**config.mk**
```make
export PLATFORM = sky130hd
export DESIGN_NAME = seg_steer
export DESIGN_NICKNAME = d
export VERILOG_FILES = /design/src/rtl/seg_steer.sv
export SDC_FILE = /design/constraint.sdc
export NUM_CORES = 2
export LEC_CHECK = 0
export ABC_AREA = 0
export BUFFER_PORTS_ARGS = -buffer_cell sky130_fd_sc_hd__buf_2
export CORE_MARGIN = 2
export CORE_UTILIZATION = 40
export CTS_CLUSTER_DIAMETER = 30
export DETAILED_ROUTE_END_ITERATION = 16
export GPL_TIMING_DRIVEN = 0
export PLACE_DENSITY = 0.67
export SYNTH_ARGS = -nofsm -noshare
export SYNTH_HDL_FRONTEND = slang
export SYNTH_SLANG_ARGS = --single-unit
```
**constraint.sdc**
```tcl
create_clock -name clk -period 21.1 [get_ports clk]
set_clock_uncertainty 0.15 [all_clocks]
set_input_delay 4.22 -clock clk [delete_from_list [all_inputs] [get_ports clk]]
set_output_delay 4.22 -clock clk [all_outputs]
set_load 0.02 [all_outputs]
```
**src/rtl/seg_steer.sv**
```systemverilog
module seg_steer #(
  parameter int AW        = 40,
  parameter int DW        = 64,
  parameter int N_LINK    = 4,
  parameter int N_SEG     = 8,
  parameter int MID_W     = 2,
  parameter int MASTER_ID = 0,
  parameter int CNT_W     = 16
) (
  input  logic              clk,
  input  logic              rst_n,
  input  logic              cfg_we,
  input  logic              cfg_set,
  input  logic [$clog2(N_SEG)-1:0]  cfg_idx,
  input  logic [AW-1:0]     cfg_lo,
  input  logic [AW-1:0]     cfg_hi,
  input  logic [AW-1:0]     cfg_off,
  input  logic [$clog2(N_LINK)-1:0] cfg_link,
  input  logic              in_valid,
  output logic              in_ready,
  input  logic              in_sof,
  input  logic              in_eof,
  input  logic [AW-1:0]     in_addr,
  input  logic [DW-1:0]     in_data,
  output logic [N_LINK-1:0] out_valid,
  input  logic [N_LINK-1:0] out_ready,
  output logic              out_sof,
  output logic              out_eof,
  output logic [AW-1:0]     out_addr,
  output logic [DW-1:0]     out_data,
  output logic [MID_W-1:0]  out_mid,
  output logic              err_miss,
  output logic [CNT_W-1:0]  miss_cnt
);
  localparam int IW = $clog2(N_SEG);
  localparam int LW = $clog2(N_LINK);

  logic [N_SEG-1:0] t_val;
  logic [AW-1:0]    t_lo   [N_SEG];
  logic [AW-1:0]    t_hi   [N_SEG];
  logic [AW-1:0]    t_off  [N_SEG];
  logic [LW-1:0]    t_link [N_SEG];

  always_ff @(posedge clk) begin
    if (!rst_n) t_val <= '0;
    else if (cfg_we) t_val[cfg_idx] <= cfg_set;
  end

  always_ff @(posedge clk) begin
    if (cfg_we && cfg_set) begin
      t_lo[cfg_idx]   <= cfg_lo;
      t_hi[cfg_idx]   <= cfg_hi;
      t_off[cfg_idx]  <= cfg_off;
      t_link[cfg_idx] <= cfg_link;
    end
  end

  logic [N_SEG-1:0] match;
  for (genvar i = 0; i < N_SEG; i++) begin : g_cmp
    assign match[i] = t_val[i] && (in_addr >= t_lo[i]) && (in_addr <= t_hi[i]);
  end

  logic [IW-1:0] sel;
  always_comb begin
    sel = '0;
    for (int i = N_SEG - 1; i >= 0; i--)
      if (match[i]) sel = IW'(i);
  end

  wire           lk_hit  = |match;
  wire [AW-1:0]  lk_off  = t_off[sel];
  wire [LW-1:0]  lk_link = t_link[sel];

  logic          h_hit;
  logic [AW-1:0] h_off;
  logic [LW-1:0] h_link;

  wire           r_hit  = in_sof ? lk_hit  : h_hit;
  wire [AW-1:0]  r_off  = in_sof ? lk_off  : h_off;
  wire [LW-1:0]  r_link = in_sof ? lk_link : h_link;

  assign in_ready = r_hit ? out_ready[r_link] : 1'b1;

  for (genvar k = 0; k < N_LINK; k++) begin : g_xbar
    assign out_valid[k] = in_valid && r_hit && (r_link == LW'(k));
  end

  assign out_addr = in_addr + r_off;
  assign out_data = in_data;
  assign out_sof  = in_sof;
  assign out_eof  = in_eof;
  assign out_mid  = MID_W'(MASTER_ID);
  assign err_miss = in_valid && in_sof && !lk_hit;

  always_ff @(posedge clk) begin
    if (!rst_n) begin
      h_hit  <= 1'b0;
      h_off  <= '0;
      h_link <= '0;
    end else if (in_valid && in_ready && in_sof) begin
      h_hit  <= lk_hit;
      h_off  <= lk_off;
      h_link <= lk_link;
    end
  end

  always_ff @(posedge clk) begin
    if (!rst_n) miss_cnt <= '0;
    else if (err_miss && miss_cnt != '1) miss_cnt <= miss_cnt + CNT_W'(1);
  end

  p_one_link_r2: assert property (@(posedge clk) disable iff (!rst_n)
    $onehot0(out_valid));

  p_stall_r7: assert property (@(posedge clk) disable iff (!rst_n)
    (|(out_valid & ~out_ready)) |-> !in_ready);

  p_no_fwd_r4: assert property (@(posedge clk) disable iff (!rst_n)
    err_miss |-> (out_valid == '0) && in_ready);

  p_count_r4: assert property (@(posedge clk) disable iff (!rst_n)
    (err_miss && miss_cnt != '1) |=> miss_cnt == $past(miss_cnt) + CNT_W'(1));

  p_count_hold_r4: assert property (@(posedge clk) disable iff (!rst_n)
    !err_miss |=> $stable(miss_cnt));

  p_cont_quiet_r9: assert property (@(posedge clk) disable iff (!rst_n)
    (in_valid && !in_sof) |-> !err_miss);
endmodule

```
==> metrics <==
wire per inst 21.8 um; Main synth FF type edfxtp_1; M1 wire length 60800 um; leakage 28.2 nW; Worst setup SP type input port; Layout fillers 11600; RSZ-0062 raised after global routing false; most common cell type on the critical path a21oi_1; synth unique cells 77; Seq/Total Area, Yosys 56.5%; post-synthesis compound-gate area fraction 9.27%; CTS max path bufs 3; worst hold path class flip-flop to flip-flop; clk sink count 1043; final period utilization 96.2%; root buf cell clkbuf_16; final setup fails 0; antenna-violating nets left 0; number of flops mapped to enable cells by yosys 976; WP data required 16.73 ns; DIE WIDTH 372 um; FMAX 49.3 MHz; H-tree levels 4; Slew @ Worst Pin 1.36 ns; Yosys top cell by area edfxtp_1; largest family of logic cells by synthesized area adder cells; placed cell area 58900 um2; delay-heaviest family, CP compound AO/OA/AOI/OAI gates; total chip power 0.00650 W; Core Region 135000 um2; setup TNS 0 ns; Comb power frac 8.5%; share of layout cells above drive strength 1 17.3%; sequential share of power 35.7%; final core utilization 49.6%; cell area after synthesis 54200 um2; post-layout min period 20.29 ns; die span in y 372 um; Synth Area in Simple Gates 7.57%; vias in the first global route 37500; gr usage total 21.9%; routed wire length 153000 um; Yosys top cell area share 54.0%; initial antenna violation count 36; first-pass GRT wire length 224000 um; Sw Ratio 24.2%; vias per cell 5.33; CP Capture Type output pin; TritonRoute pass-1 iters 6; max incr delay on CP 0.84 ns; met2 wire len 72500 um; critical path data arrival time 15.92 ns; gp weighted congestion 0.869; most frequent cell after synthesis edfxtp_1; initial core utilization 40.2%; pin count of the biggest net entering global routing 34; CP max stage cell nor4_1; Final Hold Violating Endpoints 0; run status complete, no violations; # resized after CTS 0; adder-cell share of the synthesized area 15.7%; CTS tree built; dpl hpwl 107000 um; Avg Cell Area, Syn 12.2 um2; I/O Pins 370; CTS Buf Count 225; clock latency on the worst-skew pair 0.84 ns; synth top area cells edfxtp_1 54%, ha_1 16%, inv_1 4.6%; DRC viols 0; maxcap violations 0; grt total ovfl 0; internal power 0.00493 W; Mapped Cells 4460; CP Max Fanout 17; WS Path Type input port to output pin; mux cell area share after synthesis 4.12%; DRT iter0 DRCs 2830; VDD IR-drop max 0.0796 mV; Layout Nets 5949; Yosys reg bits 1043; Final Slew Violations 0; met3 wire len 13300 um; Post-CTS Setup Inserts 0; Worst Path Buf+Inv 6; Max transition margin 8.15%; clock slew seen by the registers of the worst setup and hold paths 0.04 ns; Ys Warns 0; top post-synthesis cells by count 976 x edfxtp_1, 680 x ha_1, 664 x inv_1; share of flip-flops with an asynchronous set or reset 0%; post-synthesis xor/xnor area fraction 0.694%; DR top layer met5; sw power 0.00158 W; hold buffers post-CTS 0; pwr dens 97.2 nW/um2; fin area 66900 um2; area grow syn2layout 23.3%; vias 37400; Port-buffer cells 301; Die ar. 139000 um2; FP Rows 135; clock power share 55.8%
registers in the layout, indices dropped and copies added (netlist names):
register / flops
h_hit: 1
t_link: 16
t_hi: 320
t_off: 320
t_lo: 320
miss_cnt: 16
h_off: 40
t_val: 8
h_link: 2
metal layers:
metal	track usage, %	vias to the layer above
li1	-	17400
met1	26.8	18100
met2	36.6	1441
met3	5.34	350
met4	9.24	38
met5	0	-
area by class of cell:
| type | instances | area [um2] | share of cell area, % |
|---|---|---|---|
| buffer | 138 | 823 | 1.23 |
| clock buffer | 249 | 5720 | 8.55 |
| tap | 1781 | 2230 | 3.33 |
| timing repair buffer | 340 | 2330 | 3.49 |
| inverter | 665 | 2500 | 3.73 |
| clock inverter | 176 | 2280 | 3.41 |
| antenna | 11 | 27.5 | 0.0411 |
| sequential | 1043 | 30600 | 45.8 |
| multi-input combinational | 2615 | 20300 | 30.4 |
final timing paths:
kind	from	end	slack (ns)	depth (start not counted)
setup / recovery	in_addr[35]	out_addr[38]	0.81	38
hold / removal	h_off[29]	h_off[29]	0.31	2
setup reg to reg	t_hi[3][21]	h_off[7]	13.86	17
hold reg to reg	h_off[29]	h_off[29]	0.31	2
logic make-up (layout without fill, tap and decap cells):
group	after synthesis	in the layout
XOR/XNOR	43	43
flip-flops	1043	1043
AO/OA/AOI/OAI	794	794
AND/OR/NAND/NOR	882	882
other	1	13
multiplexers	213	213
buffers and inverters	803	1568
adder cells (fa/ha/maj)	681	681
per-stage QoR:
stage | worst slack [ns] | cells | hold WS (ns)
2_1_floorplan | 5.11 | 4461 | 0.284
3_3_place_gp | 0.529 | 6543 | 0.292
3_5_place_dp | 0.878 | 6582 | 0.297
4_1_cts | 0.873 | 7007 | 0.308
5_1_grt | 0.234 | 7009 | 0.322
6_report | 0.810 | 7018 | 0.306
power by group through the flow:
stage	combinational [W]	sequential, W	clock (W)
floorplan	0.000305	0.00236	0
global placement	0.000525	0.00237	0
detailed placement	0.000547	0.00236	0
CTS	0.000552	0.00232	0.00367
global route	0.000605	0.00232	0.00377
finish	0.000550	0.00232	0.00363
placed cells by master (no fill, tap or decap), types with 120 or more instances in the layout:
| master | n |
|---|---|
| edfxtp_1 | 976 |
| ha_1 | 680 |
| inv_1 | 664 |
| buf_2 | 311 |
| nand2_1 | 295 |
| nor2_1 | 235 |
| a21oi_1 | 232 |
| clkbuf_16 | 225 |
| o21ai_0 | 189 |
| mux2i_1 | 131 |
| nand4_1 | 120 |
tightest hold or removal path, delay by kind of cell, from the launching register on:
| kind | cells | cell delay, ns |
|---|---|---|
| flip-flops | 1 | 0.31 |
| AND/OR/NAND/NOR | 1 | 0.05 |
| multiplexers | 1 | 0.05 |
(Power assumes the default switching activity.)
